**config.mk**
```make
export PLATFORM = sky130hd
export DESIGN_NAME = refdiv_top
export DESIGN_NICKNAME = d
export VERILOG_FILES = /design/src/rtl/refdiv_pkg.sv /design/src/rtl/refdiv_lut.sv /design/src/rtl/refdiv_counter.sv /design/src/rtl/refdiv_pulse.sv /design/src/rtl/refdiv_top.sv
export SDC_FILE = /design/constraint.sdc
export NUM_CORES = 1
export LEC_CHECK = 0
export ABC_AREA = 1
export BUFFER_PORTS_ARGS = -buffer_cell sky130_fd_sc_hd__buf_2
export CORE_MARGIN = 2
export CORE_UTILIZATION = 55
export CTS_CLUSTER_DIAMETER = 200
export DETAILED_ROUTE_END_ITERATION = 10
export GPL_TIMING_DRIVEN = 0
export HOLD_SLACK_MARGIN = 0.15
export MAX_ROUTING_LAYER = met4
export PLACE_DENSITY_LB_ADDON = 0.25
export SETUP_SLACK_MARGIN = 0.5
export SLEW_MARGIN = 20
export SYNTH_ARGS = -nofsm -noshare
export SYNTH_HDL_FRONTEND = slang
export SYNTH_HIERARCHICAL = 1
export SYNTH_SLANG_ARGS = --single-unit
```
**constraint.sdc**
```tcl
create_clock -name clk -period 2.3 [get_ports clk]
set_input_delay 0.23 -clock clk [delete_from_list [all_inputs] [get_ports clk]]
set_output_delay 0.23 -clock clk [all_outputs]
set_load 0.005 [all_outputs]
```
**src/rtl/refdiv_pkg.sv**
```systemverilog
package refdiv_pkg;

  localparam int CODE_W    = 3;
  localparam int NUM_CODES = 1 << CODE_W;

  typedef enum logic {
    SET_WIDE   = 1'b0,
    SET_NARROW = 1'b1
  } ratio_set_e;

  // Divide ratio for a code within a given set.
  function automatic int unsigned ratio_for(ratio_set_e s, logic [CODE_W-1:0] code);
    int unsigned r;
    if (s == SET_WIDE) begin
      case (code)
        3'd0:    r = 8;
        3'd6:    r = 2410;
        3'd7:    r = 8192;
        default: r = 32'd1 << (int'(code) + 6);
      endcase
    end else begin
      case (code)
        3'd0:    r = 8;
        3'd6:    r = 1160;
        3'd7:    r = 2048;
        default: r = 32'd1 << (int'(code) + 5);
      endcase
    end
    return r;
  endfunction

  // Value loaded into the down-counter: ratio minus one.
  function automatic int unsigned terminal_for(ratio_set_e s, logic [CODE_W-1:0] code);
    return ratio_for(s, code) - 1;
  endfunction

  // Largest ratio present in a set, used to size the counter.
  function automatic int unsigned max_ratio(ratio_set_e s);
    int unsigned m;
    m = 0;
    for (int i = 0; i < NUM_CODES; i++) begin
      if (ratio_for(s, i[CODE_W-1:0]) > m) m = ratio_for(s, i[CODE_W-1:0]);
    end
    return m;
  endfunction

endpackage

```
**src/rtl/refdiv_lut.sv**
```systemverilog
module refdiv_lut
  import refdiv_pkg::*;
#(
  parameter ratio_set_e RATIO_SET = SET_WIDE,
  parameter int         CNT_W     = 13
) (
  input  logic [CODE_W-1:0] code,
  output logic [CNT_W-1:0]  term_count
);

  logic [CNT_W-1:0] table_q [NUM_CODES];

  for (genvar g = 0; g < NUM_CODES; g++) begin : g_entry
    assign table_q[g] = CNT_W'(terminal_for(RATIO_SET, g[CODE_W-1:0]));
  end

  assign term_count = table_q[code];

endmodule

```
**src/rtl/refdiv_counter.sv**
```systemverilog
module refdiv_counter #(
  parameter int CNT_W = 13
) (
  input  logic             clk,
  input  logic             rst,
  input  logic [CNT_W-1:0] load_val,
  output logic [CNT_W-1:0] count,
  output logic             term_hit
);

  assign term_hit = (count == '0);

  always_ff @(posedge clk) begin
    if (rst || term_hit) count <= load_val;
    else                 count <= count - 1'b1;
  end

endmodule

```
**src/rtl/refdiv_pulse.sv**
```systemverilog
module refdiv_pulse (
  input  logic clk,
  input  logic rst,
  input  logic term_hit,
  output logic ref_pulse,
  output logic pulse_valid
);

  always_ff @(posedge clk) begin
    if (rst) begin
      ref_pulse   <= 1'b0;
      pulse_valid <= 1'b0;
    end else begin
      ref_pulse   <= term_hit;
      pulse_valid <= pulse_valid | term_hit;
    end
  end

endmodule

```
**src/rtl/refdiv_top.sv**
```systemverilog
module refdiv_top
  import refdiv_pkg::*;
#(
  parameter ratio_set_e RATIO_SET = SET_WIDE,
  parameter int         CNT_W     = $clog2(max_ratio(RATIO_SET))
) (
  input  logic        clk,
  input  logic        rst,
  input  logic [2:0]  ratio_code,
  output logic        ref_pulse,
  output logic        pulse_valid
);

  logic [CNT_W-1:0] term_count;
  logic [CNT_W-1:0] cnt_q;
  logic             term_hit;

  refdiv_lut #(.RATIO_SET(RATIO_SET), .CNT_W(CNT_W)) u_lut (
    .code       (ratio_code),
    .term_count (term_count)
  );

  refdiv_counter #(.CNT_W(CNT_W)) u_cnt (
    .clk      (clk),
    .rst      (rst),
    .load_val (term_count),
    .count    (cnt_q),
    .term_hit (term_hit)
  );

  refdiv_pulse u_pls (
    .clk         (clk),
    .rst         (rst),
    .term_hit    (term_hit),
    .ref_pulse   (ref_pulse),
    .pulse_valid (pulse_valid)
  );

endmodule

```
==> flow_metrics.py <==
metrics = {
    "place": {
        "hpwl_mm": 1.394,
        "place.port_buffers": 6,
        "gp_congestion": 0.8266,
    },
    "power": {
        "p_leak_nw": 0.5657,
        "ir_worst_vdd_mv": 0.2655,
        "p_total_uw": 581.9,
        "powerDensity_nw_per_um2": 565.1,
    },
    "route": {
        "drc": 0,
        "antenna_left": 0,
        "vias": 896,
        "drt_iter0_drc": 40,
        "post_drt_wl_per_cell_um": 10.18,
        "firstDrtPassIters": 4,
        "wirelength_mm": 1.791,
        "routed_via_density": 5.091,
    },
    "global_routing": {
        "grt_use_met2_pct": 31.55,
        "grt_busiest_layer": "met2",
        "use_met1_pct": 23.73,
        "grt_pass1_vias": 729,
        "grt_util_met3_pct": 3.968,
        "antenna_found_initial": 0,
        "grt_pass1_wl_mm": 2.884,
        "track_usage_pct": 20.08,
        "grt_max_degree": 11,
        "grt-ovfl-total": 0,
    },
    "sta": {
        "finalClockSkew_ps": 6.064,
        "fmax_ghz": 0.7392,
        "rsz0062_at_grt": "false",
        "period_needed_ps": 1353,
        "hold_viol": 0,
        "period_share_pct": 58.81,
        "setup_viol": 0,
        "slew_viol_final": 0,
        "timing.setup.tns_ps": 0,
        "hold_ws_ps": 185.8,
    },
    "floorplanning": {
        "die_h_um": 45.58,
        "num_rows": 15,
        "io_pins": 7,
        "core_region_area_um2": 1670,
        "initial_core_util_pct": 56.93,
        "die_x_um": 45.58,
        "dieArea_um2": 2078,
    },
    "worst_setup_path": {
        "critical-path-top-delay-family": "simple AND/OR/NAND/NOR gates",
        "start_kind": "flip-flop",
        "slowest_delay_ps": 360,
        "cp-end-kind": "flip-flop",
        "worstPathRequired_ps": 2480,
        "cp_common_cell": "nand2_1",
        "path_buf_inv": 0,
        "crit_chain": "nor2_1 > nand2_1 > nor2_1 > nand2_1 > nand2_1 > nand2_1 > nand2_1 > nand2_1",
        "critPathSlowestCell": "dfxtp_1",
        "timing_worst_setup_path_type": "flip-flop to flip-flop",
        "cp_max_fo": 5,
        "cp_data_arrival_time_ps": 1540,
    },
    "clock_tree": {
        "path_clk_slew_ps": 90,
        "cts_hold_buf": 0,
        "postCtsSetupBuffers": 0,
        "clockRootBuffer": "clkbuf_4",
        "cts_buffers": 3,
        "h-tree-depth": 1,
        "clk_path_buf_depth": 2,
        "cts.sinks": 15,
        "clock_latency_ps": 280,
        "cts_tree": "done",
        "cts_resized": 0,
    },
    "outcome": {
        "status": "finished clean",
    },
    "yosys": {
        "synth-simple-area-share_pct": 44.74,
        "synth.area.mux_share_pct": 0,
        "ys_ff_latch": 15,
        "synth_fa_ha_area_share_pct": 2.632,
        "synth_top_family_by_area": "simple AND/OR/NAND/NOR gates",
        "synth_nets": 156,
        "syn_avg_cell_area_um2": 6.382,
        "synth_xor_area_share_pct": 3.684,
        "yosys_warnings": 6,
        "yosysUniqueCellTypes": 22,
        "synth_area_um2": 950.9,
        "syn-instance-count": 149,
        "synth_compound_area_share_pct": 4.211,
        "yosysSeqAreaShare_pct": 31.58,
    },
    "finish": {
        "drive_above_1_share_pct": 18.24,
        "syn_to_final_growth_pct": 8.290,
        "fin_nets": 167,
        "num_antenna_cells": 0,
    },
    "flow_run": {
        "maxCapViolCount": 0,
    },
    "min_path": {
        "hold_path_class": "input pin to flip-flop",
    },
}
## report_power, final
part	internal (mW)	switching (mW)	total, mW
clock network	0.0645	0.0866	0.151
logic	0.0487	0.0785	0.127
registers	0.284	0.0198	0.304
total	0.397	0.185	0.582
## cell usage in the layout (no fill, tap or decap), types with 2 or more instances in the layout
cell type / instances
ha_1: 2
nand2_2: 5
dfxtp_1: 15
nand3_1: 5
o21ai_0: 7
nor2_2: 3
buf_2: 6
nor2_1: 12
buf_4: 4
clkbuf_4: 3
nand2_1: 63
nand4_1: 2
xor2_1: 2
inv_2: 3
xnor2_1: 2
inv_1: 16
## worst reg2reg max path: stages (launching register included)
cell	delay [ps]
dfxtp_1	360
nor2_1	210
nand2_1	110
nor2_1	270
nand2_1	80
nand2_1	60
nand2_1	60
nand2_1	70
nand2_1	40
## cell type report
cell class / count / area (um^2)
buffer: 5 / 50.05
clock buffer: 3 / 22.52
clock inverter: 1 / 5.005
fill: 176 / 640.6
inverter: 19 / 71.32
multi-input combinational: 110 / 529.3
sequential: 15 / 300.3
tap: 17 / 21.27
timing repair buffer: 6 / 30.03
## synthesized netlist by cell type (all sizes together)
| library cell | number | share of area (%) |
|---|---|---|
| nand2 | 70 | 31 |
| nor4 | 1 | 0.66 |
| o21ai | 7 | 3.7 |
| dfxtp | 15 | 32 |
| buf | 5 | 5.3 |
| inv | 19 | 7.5 |
| nand3b | 1 | 0.79 |
| ha | 2 | 2.6 |
| nand4 | 2 | 1.3 |
| xor2 | 2 | 1.8 |
| xnor2 | 2 | 1.8 |
| nor2 | 16 | 7.9 |
| nand3 | 5 | 2.6 |
| conb | 1 | 0.39 |
| a21oi | 1 | 0.53 |
## flip-flops by register name, indices dropped and copies added, names as in the netlist
signal	flops
u_pls/pulse_valid	1
u_cnt/count	13
u_pls/ref_pulse	1
## cell families after synthesis
group / after synthesis
other cells: 1
fa+ha+maj: 2
buf+inv: 24
simple gates: 95
flops: 15
compound gates: 8
xor+xnor: 4
## per-stage QoR
stage                     utilization [%]  instances  instance area, um^2  setup WS (ps)
final                               61.65        176                 1030          947.3
after global routing                61.65        176                 1030          779.7
after detailed placement            60.00        172                 1002          990.2
after CTS                           61.65        176                 1030          971.7
after global placement              60.00        172                 1002           1006
after floorplan                         -        149                950.9           1107
## path summary, 6_finish.rpt
path / from / endpoint / slack [ps] / depth (start not counted)
worst max-delay path: u_cnt/count[5] / u_cnt/count[11] / 950 / 8
worst max register to register: u_cnt/count[5] / u_cnt/count[11] / 950 / 8
worst min-delay path: rst / u_pls/ref_pulse / 190 / 4
worst min register to register: u_cnt/count[0] / u_cnt/count[0] / 450 / 1
## layer usage
metal | routed length [um] | up-vias | part of all wire [%]
met5 | 0 | - | 0
met4 | 30 | 0 | 1.7
met3 | 70 | 4 | 3.9
met2 | 846 | 30 | 47
met1 | 843 | 398 | 47
li1 | - | 464 | -
Note: power is estimated with default switching activity, not from simulation.
